`src/rtl/rst_seq_pkg.sv`:
```
package rst_seq_pkg;
  typedef enum logic [1:0] {
    SEQ_IDLE = 2'd0,
    SEQ_PEND = 2'd1,
    SEQ_ACT  = 2'd2
  } seq_state_t;

  localparam int SRC_N   = 4;
  localparam int SRC_PIN = 0;
  localparam int SRC_SW  = 1;
  localparam int SRC_WDT = 2;
  localparam int SRC_LVD = 3;
endpackage

```
`src/rtl/rst_pin_filter.sv`:
```
module rst_pin_filter #(
  parameter int LOW_CYC = 25
) (
  input  logic clk,
  input  logic rst,
  input  logic pin_n_i,
  output logic pin_low_o,
  output logic pin_evt_o
);
  localparam int CW = $clog2(LOW_CYC + 1);

  logic          sync1, sync2;
  logic [CW-1:0] run;
  logic          low_q, low_d;

  always_ff @(posedge clk) begin
    if (rst) begin
      sync1 <= 1'b1;
      sync2 <= 1'b1;
      run   <= '0;
      low_q <= 1'b0;
      low_d <= 1'b0;
    end else begin
      sync1 <= pin_n_i;
      sync2 <= sync1;
      if (sync2)
        run <= '0;
      else if (run != CW'(LOW_CYC))
        run <= run + 1'b1;
      low_q <= !sync2 && (run >= CW'(LOW_CYC - 1));
      low_d <= low_q;
    end
  end

  assign pin_low_o = low_q;
  assign pin_evt_o = low_q && !low_d;
endmodule

```
`src/rtl/rst_cause_reg.sv`:
```
module rst_cause_reg #(
  parameter int N = 4
) (
  input  logic         clk,
  input  logic         rst,
  input  logic [N-1:0] set_i,
  input  logic         clr_i,
  output logic [N-1:0] cause_o
);
  logic [N-1:0] q;

  always_ff @(posedge clk) begin
    if (rst) q <= '0;
    else     q <= (clr_i ? '0 : q) | set_i;
  end

  assign cause_o = q;


  sticky_bits_chk: assert property (@(posedge clk) disable iff (rst)
    !$past(clr_i) |-> ((q & $past(q)) == $past(q)));
endmodule

```
`src/rtl/rst_seq_fsm.sv`:
```
module rst_seq_fsm
  import rst_seq_pkg::*;
#(
  parameter int MIN_RST   = 4,
  parameter int STAB_CYC  = 1024,
  parameter int FORCE_CYC = 16
) (
  input  logic clk,
  input  logic rst,
  input  logic pin_evt_i,
  input  logic pin_low_i,
  input  logic sw_evt_i,
  input  logic wdt_evt_i,
  input  logic lvd_i,
  input  logic insn_done_i,
  input  logic bus_wait_i,
  output logic sys_rst_o
);
  localparam int CW = $clog2(STAB_CYC + 1);
  localparam int SW = $clog2(FORCE_CYC + 2);

  seq_state_t    st, st_n;
  logic [CW-1:0] cnt, cnt_n, target;
  logic [SW-1:0] stall, stall_n;
  logic          stab, stab_n;
  logic          now_evt, force_hit, hold;

  assign now_evt   = sw_evt_i || wdt_evt_i || lvd_i;
  assign hold      = lvd_i || pin_low_i;
  assign force_hit = bus_wait_i && (stall == SW'(FORCE_CYC - 1));
  assign target    = stab ? CW'(STAB_CYC - 1) : CW'(MIN_RST - 1);

  always_comb begin
    st_n    = st;
    cnt_n   = cnt;
    stall_n = stall;
    stab_n  = stab;
    case (st)
      SEQ_IDLE: begin
        if (now_evt) begin
          st_n   = SEQ_ACT;
          cnt_n  = '0;
          stab_n = pin_evt_i;
        end else if (pin_evt_i) begin
          st_n    = SEQ_PEND;
          stall_n = '0;
        end
      end
      SEQ_PEND: begin
        stall_n = bus_wait_i ? stall + 1'b1 : '0;
        if (now_evt || insn_done_i || force_hit) begin
          st_n   = SEQ_ACT;
          cnt_n  = '0;
          stab_n = 1'b1;
        end
      end
      SEQ_ACT: begin
        if (sw_evt_i || wdt_evt_i || pin_evt_i || hold) begin
          cnt_n  = '0;
          stab_n = stab || pin_evt_i;
        end else if (cnt == target) begin
          st_n   = SEQ_IDLE;
          stab_n = 1'b0;
        end else begin
          cnt_n = cnt + 1'b1;
        end
      end
      default: st_n = SEQ_IDLE;
    endcase
  end

  always_ff @(posedge clk) begin
    if (rst) begin
      st        <= SEQ_IDLE;
      cnt       <= '0;
      stall     <= '0;
      stab      <= 1'b0;
      sys_rst_o <= 1'b0;
    end else begin
      st        <= st_n;
      cnt       <= cnt_n;
      stall     <= stall_n;
      stab      <= stab_n;
      sys_rst_o <= (st_n == SEQ_ACT);
    end
  end

  logic [SW-1:0] chk_stall;
  always_ff @(posedge clk) begin
    if (rst) chk_stall <= '0;
    else if (st == SEQ_PEND && bus_wait_i) chk_stall <= chk_stall + 1'b1;
    else chk_stall <= '0;
  end


  force_bound_chk: assert property (@(posedge clk) disable iff (rst)
    chk_stall <= SW'(FORCE_CYC));


  sw_prompt_chk: assert property (@(posedge clk) disable iff (rst)
    sw_evt_i |=> sys_rst_o);
endmodule

```
`src/rtl/rst_seq_ctrl.sv`:
```
module rst_seq_ctrl
  import rst_seq_pkg::*;
#(
  parameter int CLK_NS     = 20,
  parameter int MIN_LOW_NS = 500,
  parameter int MIN_RST    = 4,
  parameter int STAB_CYC   = 1024,
  parameter int FORCE_CYC  = 16
) (
  input  logic       clk,
  input  logic       rst,
  input  logic       ext_rst_n,
  input  logic       sw_wr,
  input  logic       sw_val,
  input  logic       wdt_ovf,
  input  logic       lvd,
  input  logic       insn_done,
  input  logic       bus_wait,
  input  logic       cause_clr,
  output logic       sys_rst,
  output logic [3:0] cause
);
  localparam int LOW_CYC = (MIN_LOW_NS + CLK_NS - 1) / CLK_NS;

  logic pin_low, pin_evt, sw_evt;
  logic [SRC_N-1:0] set_vec;

  assign sw_evt = sw_wr && !sw_val;

  always_comb begin
    set_vec          = '0;
    set_vec[SRC_PIN] = pin_evt;
    set_vec[SRC_SW]  = sw_evt;
    set_vec[SRC_WDT] = wdt_ovf;
    set_vec[SRC_LVD] = lvd;
  end

  rst_pin_filter #(.LOW_CYC(LOW_CYC)) u_filt (
    .clk(clk), .rst(rst), .pin_n_i(ext_rst_n),
    .pin_low_o(pin_low), .pin_evt_o(pin_evt)
  );

  rst_seq_fsm #(.MIN_RST(MIN_RST), .STAB_CYC(STAB_CYC), .FORCE_CYC(FORCE_CYC)) u_fsm (
    .clk(clk), .rst(rst), .pin_evt_i(pin_evt), .pin_low_i(pin_low),
    .sw_evt_i(sw_evt), .wdt_evt_i(wdt_ovf), .lvd_i(lvd),
    .insn_done_i(insn_done), .bus_wait_i(bus_wait), .sys_rst_o(sys_rst)
  );

  rst_cause_reg #(.N(SRC_N)) u_cause (
    .clk(clk), .rst(rst), .set_i(set_vec), .clr_i(cause_clr), .cause_o(cause)
  );

  logic [15:0] chk_hi;
  always_ff @(posedge clk) begin
    if (rst) chk_hi <= '0;
    else if (sys_rst) chk_hi <= (chk_hi == 16'hFFFF) ? chk_hi : chk_hi + 1'b1;
    else chk_hi <= '0;
  end


  min_width_chk: assert property (@(posedge clk) disable iff (rst)
    $fell(sys_rst) |-> (chk_hi >= 16'(MIN_RST)));
endmodule

```
`config.mk`:
```
export PLATFORM = sky130hd
export DESIGN_NAME = rst_seq_ctrl
export DESIGN_NICKNAME = d
export VERILOG_FILES = /design/src/rtl/rst_seq_pkg.sv /design/src/rtl/rst_pin_filter.sv /design/src/rtl/rst_cause_reg.sv /design/src/rtl/rst_seq_fsm.sv /design/src/rtl/rst_seq_ctrl.sv
export SDC_FILE = /design/constraint.sdc
export NUM_CORES = 1
export LEC_CHECK = 0
export BUFFER_PORTS_ARGS = -buffer_cell sky130_fd_sc_hd__clkbuf_2
export CELL_PAD_IN_SITES_DETAIL_PLACEMENT = 0
export CELL_PAD_IN_SITES_GLOBAL_PLACEMENT = 1
export CORE_MARGIN = 2
export CORE_UTILIZATION = 45
export DETAILED_ROUTE_END_ITERATION = 12
export PLACE_DENSITY = 0.9
export SLEW_MARGIN = 10
export SYNTH_ARGS = -nofsm -noshare
export SYNTH_HDL_FRONTEND = slang
export SYNTH_SLANG_ARGS = --single-unit
```
`constraint.sdc`:
```
create_clock -name clk -period 2.4 [get_ports clk]
set_input_delay 0.12 -clock clk [delete_from_list [all_inputs] [get_ports clk]]
set_output_delay 0.12 -clock clk [all_outputs]
set_load 0.01 [all_outputs]
```
==> impl_metrics.toml, run 1 <==
[pwr]
peakVddDrop_mv = 0.355
power.density_mw_per_mm2 = 663
leakage_nw = 0.748

[drt]
wl_per_cell_um = 13.6
vias = 1531
dr.pass1.iters = 4
drc_errors = 0
drt_wl_total_mm = 3.79
drt-vias-per-instance = 5.51
drt_iter0_markers = 54
ant_nets = 0

[place]
portBuffers = 14
place_inst = 270
gp_congestion = 0.813
dp_hpwl_mm = 2.65

[min_path]
hold_path_class = "input port to flop"
min_to = "u_filt.sync1"
min-delay-start = "ext_rst_n"
hold_depth = 2

[timing]
clock_skew_ns = 0.00633
worst_hold_slack_ns = 0.0133
worst_pin_slew_ns = 0.674
fmax_ghz = 0.436
hold_viol = 0
layout_worst_path_cycle_share_pct = 95.6
setup_viol = 0
period_needed_ns = 2.29
slew_viol_final = 0
maxSlewHeadroom_pct = 54.9

[yosys]
synth_edf_count = 0
synth_area_mm2 = 0.00183
ys_top_cells_by_area = "dfxtp_1, ha_1, a21oi_1"
ys.flop_type = "dfxtp_1"
synth-simple-area-share_pct = 30.7
synth_compound_area_share_pct = 18.2
ys_ff_latch = 33
ys_warn_count = 0
synth_cell_types = 54
syn-num-nets = 228
synth_commonest_cells = "dfxtp_1, nor2_1, a21oi_1, nand2_1, inv_1"
synthMuxAreaShare_pct = 2.19
synthAdderAreaFrac_pct = 6.16
synth_cells = 209
yosysMostFrequentCell = "dfxtp_1"
yosys.area.top_type = "dfxtp_1"
synth_top_area_share_pct = 36.2
ys_seq_area_share_pct = 36.2
synthXorXnorAreaFrac_pct = 1.92
syn_avg_cell_area_um2 = 8.74
synth_top_family_by_area = "simple AND/OR/NAND/NOR gates"
async_flop_share_pct = 0

[clock_network]
path_clk_slew_ns = 0.07
numCtsBuffers = 5
cts-resized-gates = 0
clock_sinks = 33
insertion_delay_ns = 0.29
cts_tree = "yes"
cts_max_level = 2
clockBufferDepth = 2
cts_hold_buf = 0
root_buffer = "clkbuf_8"
post_cts_buffers = 0

[setup_path]
path_class = "flop to flop"
r2r_end = "u_fsm.cnt[4]"
end_kind = "flop"
reg2reg_from = "u_fsm.stall[0]"
critPathRequiredTime_ns = 2.60
startpoint = "u_fsm.stall[0]"
crit_path_start_kind = "flop"
regToRegSetupSlack_ns = 0.11
rr_worst_depth = 8
cp.arrival_ns = 2.49
cp_max_fo = 5

[global_routing]
grt_overflow = 0
grtUsageTotal_pct = 18.0
antenna_found_initial = 0
grt_pass1_wl_mm = 6.18
grt_pass1_vias = 1378
grt_max_degree = 22

[cells_and_area]
final_nets = 246
diodes = 0
multi_input_area_mm2 = 0.00110
areaGrowthSynthToFinish_pct = 14.2
final_cells = 278
layout-drive-gt1-share_pct = 22.8
fillers = 374
ff_latch_area_um2 = 663

[run_status]
outcome = "completed"

[run]
cap_viol_max_count = 0

[floorplan]
core_area_mm2 = 0.00394
initial_core_util_pct = 46.3
num_io_pins = 15
dieArea_mm2 = 0.00459
die_width_um = 67.7
die_height_um = 67.7
rows = 23
-- flip-flops by register name, indices dropped and copies added, names as in the netlist --
register          cells
u_fsm.stall           5
u_filt.sync1          1
u_fsm.st              2
u_fsm.stab            1
u_filt.pin_low_o      1
u_filt.sync2          1
u_fsm.cnt            11
u_cause.cause_o       4
u_filt.run            5
u_filt.low_d          1
u_fsm.sys_rst_o       1
-- worst max-delay path by stage --
stage	depth (start not counted)	slack, ns	to
2_1_floorplan	8	0.24	u_fsm.cnt[4]
3_3_place_gp	9	0.15	u_fsm.cnt[9]
5_1_grt	8	-0.04	u_fsm.cnt[4]
4_1_cts	9	0.06	u_fsm.cnt[9]
6_report	8	0.11	u_fsm.cnt[4]
3_5_place_dp	8	0.08	u_fsm.cnt[4]
-- cell usage in the layout (no fill, tap or decap), types with 2 or more instances in the layout --
cell / count
nor4_1: 2
nor2b_1: 4
nor2_1: 21
nand3b_1: 6
or4_1: 4
nand4_1: 5
buf_4: 5
a221oi_2: 2
o21ai_0: 5
mux2i_1: 4
nor3_1: 4
ha_2: 2
clkbuf_2: 14
or3b_2: 2
nand3_1: 6
dfxtp_2: 2
o211ai_1: 3
a211oi_1: 2
ha_1: 7
or4_2: 2
nand2_1: 13
or2_2: 5
xor2_1: 3
dfxtp_1: 31
a221oi_1: 2
a21oi_2: 2
inv_1: 10
o31ai_1: 5
a21oi_1: 16
nor4b_1: 2
nor3b_1: 2
clkbuf_8: 6
and2_1: 2
a31oi_1: 3
-- stage by stage --
step                util, %  area, um^2  total power, mW  setup WS [ns]  TNS (ns)
CTS                    52.4        2070             1.40         0.0608         0
detailed placement     49.4        1950            0.851         0.0752         0
global route           52.9        2090             1.46        -0.0402   -0.0402
floorplan                 -        1830            0.778          0.238         0
finish                 52.9        2090             1.38          0.105         0
global placement       49.4        1950            0.848          0.152         0
-- final cells by class --
| cell class | count | share of cell area (%) |
|---|---|---|
| Clock inverter | 1 | 1.44 |
| Sequential cell | 33 | 31.8 |
| Clock buffer | 7 | 4.14 |
| Multi-Input combinational cell | 158 | 52.7 |
| Tap cell | 50 | 3.00 |
| Inverter | 10 | 1.80 |
| Timing Repair Buffer | 19 | 5.16 |
-- report_power, final --
group	internal (mW)	switching (mW)
clock network	0.338	0.204
logic	0.0998	0.152
registers	0.572	0.0172
total	1.01	0.373
-- worst max-delay path: stages, from the launching register on --
cell and delay [ns]:
dfxtp_2 0.35, ha_2 0.19, and3_1 0.17, ha_2 0.19, a21oi_2 0.07, a21oi_2 0.18
o21ai_2 0.11, or4_2 0.67, a221oi_2 0.27
-- logic make-up (layout without fill, tap and decap cells) --
group,count (synthesis),in the layout
compound gates,49,49
xor+xnor,4,4
fa+ha+maj,9,9
buf+inv,18,37
flops,33,33
mux,4,4
simple gates,92,92
-- routing by layer --
metal,global-route usage (%),wire (um)
met4,8.67,93
met5,0,0
met2,27.9,1710
met1,23.0,1810
met3,4.83,167
Note: power is estimated with default switching activity, not from simulation.
==> inputs of run 2 (changes only) <==
- PLACE_DENSITY: 0.9 -> 0.89
- SYNTH_HIERARCHICAL: default -> 1
==> impl_metrics.toml, run 2 <==
[cells_and_area]
final_nets = 253
largest_register = "u_fsm/cnt"
areaGrowthSynthToFinish_pct = 11.8
diodes = 0
layout_common_cells = "dfxtp_1, a21oi_1, clkbuf_2, o21ai_0, nand3_1"
largest_register_ffs = 11
final_cells = 284
layout-drive-gt1-share_pct = 20.5
biggestRegsByFlops = "u_fsm/cnt x11, u_filt/run x5, u_fsm/stall x5"
layout_commonest_cell = "dfxtp_1"

[drt]
drc_errors = 0
ant_nets = 0
wl_per_cell_um = 14.5
drt_iter0_markers = 74
vias = 1665
drt-vias-per-instance = 5.86
dr.pass1.iters = 4
drt_wl_total_mm = 4.11

[clock_network]
numCtsBuffers = 5
insertion_delay_ns = 0.29
cts_hold_buf = 0
root_buffer = "clkbuf_8"
cts_tree = "yes"
path_clk_slew_ns = 0.07
clockBufferDepth = 2
cts_max_level = 2
clock_sinks = 33
post_cts_buffers = 0

[timing]
layout_worst_path_cycle_share_pct = 90.6
setup_viol = 0
slew_viol_final = 0
rsz0062_at_grt = "no"
maxSlewHeadroom_pct = 68.4
period_needed_ns = 2.17
hold_viol = 0
clock_skew_ns = 0.00581
worst_pin_slew_ns = 0.469
worst_hold_slack_ns = 0.0124
fmax_ghz = 0.460
setup_tns_ns = 0

[setup_path]
crit_top_cell = "ha_1"
cp.arrival_ns = 2.39
cp_top_family = "compound AO/OA/AOI/OAI gates"
path_class = "flop to flop"
end_kind = "flop"
path_buf_inv = 0
crit_path_start_kind = "flop"
cp_max_fo = 12
critPathRequiredTime_ns = 2.62
path_cells = "ha_1, and3_1, ha_1, a21oi_2, a311o_2, nor4_2, nand4b_1, a21oi_1"
max_stage_delay_ns = 0.52
slowest_stage = "a311o_2"

[pwr]
power.total_mw = 1.12
power.density_mw_per_mm2 = 529
intPower_uw = 854
clkPwrFrac_pct = 41.3
seqPwrFrac_pct = 50.1
switching_share_pct = 24.0
leakage_nw = 0.753
combPwrFrac_pct = 8.5
peakVddDrop_mv = 0.236
switchingPower_uw = 269

[yosys]
synth_top_area_share_pct = 34.8
syn-num-nets = 237
yosysMostFrequentCell = "dfxtp_1"
synth_cells = 217
ys_top_cells_by_area = "dfxtp_1, ha_1, a21oi_1"
async_flop_share_pct = 0
ys.flop_type = "dfxtp_1"
yosys.area.top_type = "dfxtp_1"
synth_commonest_cells = "dfxtp_1, a21oi_1, o21ai_0, nand3_1, inv_1"
ys_warn_count = 6
syn_avg_cell_area_um2 = 8.76
synth_area_mm2 = 0.00190
ys_ff_latch = 33
ys_seq_area_share_pct = 34.8
synth_cell_types = 54
synth_edf_count = 0

[floorplan]
core_area_mm2 = 0.00403
die_height_um = 69.0
dieArea_mm2 = 0.00476
initial_core_util_pct = 47.2
die_width_um = 69.0
rows = 23
num_io_pins = 15

[global_routing]
antenna_found_initial = 0
grt_pass1_wl_mm = 6.73
grt_overflow = 0
grtUsageTotal_pct = 19.3
grt_max_degree = 23
grt_pass1_vias = 1515

[min_path]
hold_path_class = "input port to flop"

[place]
gp_congestion = 0.863
place_inst = 276
portBuffers = 14
dp_hpwl_mm = 2.91

[run]
cap_viol_max_count = 0

[run_status]
outcome = "completed"
==> run 2: cell count changes after synthesis, moves of 4 or more <==
cell,change
mux2i_1,-4
nand2_1,-4
nor2_1,-11
nand3_1,+7
nand2b_1,+5
nand3b_1,-5
o21ai_0,+9
o31ai_1,-4
nor3b_1,+5
nor3_1,+6
a221oi_1,-4
==> run 2: worst paths after layout <==
check	cells past startpoint	slack, ns	endpoint	start
setup reg to reg	8	0.23	u_fsm/cnt[3]	u_fsm/stall[0]
setup / recovery	8	0.23	u_fsm/cnt[3]	u_fsm/stall[0]
hold reg to reg	1	0.43	u_filt/sync2	u_filt/sync1
hold / removal	2	0.01	u_filt/sync1	ext_rst_n
==> run 2: cell type report <==
class	instances	area, um^2
clock buffers	7	96.3
clock inverters	1	5.00
fillers	407	1900
inverters	12	45.0
multi-input cells	164	1160
flip-flops and latches	33	661
well taps	50	62.6
repair buffers	17	92.6
==> run 2: cell families (layout without fill, tap and decap cells) <==
kind of cell             Yosys count  after routing  synth area share, %
AND/OR/NAND/NOR                   96             96                 32.5
AO/OA/AOI/OAI                     53             53                 18.3
flip-flops                        33             33                 34.8
buffers and inverters             20             37                 4.67
adder cells (fa/ha/maj)           10             10                 6.58
multiplexers                       4              4                 2.76
XOR/XNOR                           1              1                0.461
==> run 2: timing repair <==
| item | in CTS | in global routing |
|---|---|---|
| resized for setup | 0 | 3 |
| setup endpoints to repair | 0 | 11 |
| hold endpoints to repair | 0 | 0 |
==> run 2: stage by stage <==
step | instance area (um^2) | util (%) | worst slack [ns]
floorplan | 1900 | - | 0.252
global placement | 2010 | 49.9 | 0.149
detailed placement | 2010 | 49.9 | 0.0607
CTS | 2110 | 52.5 | 0.0351
global route | 2120 | 52.7 | 0.0822
finish | 2120 | 52.7 | 0.226
==> run 2: routing by layer <==
metal  share of wire [%]  track usage, %  vias up
met5                   0               0        -
li1                    -               -      839
met1                  49            24.6      784
met4                 1.3            9.07        0
met2                  46            29.8       38
met3                 4.3            5.84        4
==> run 2: power by group through the flow <==
| stage | logic [mW] | registers, mW | clock network (mW) |
|---|---|---|---|
| floorplan | 0.0627 | 0.576 | 0 |
| global placement | 0.0923 | 0.576 | 0 |
| detailed placement | 0.0934 | 0.576 | 0 |
| CTS | 0.0939 | 0.563 | 0.475 |
| global route | 0.106 | 0.565 | 0.501 |
| finish | 0.0958 | 0.564 | 0.464 |
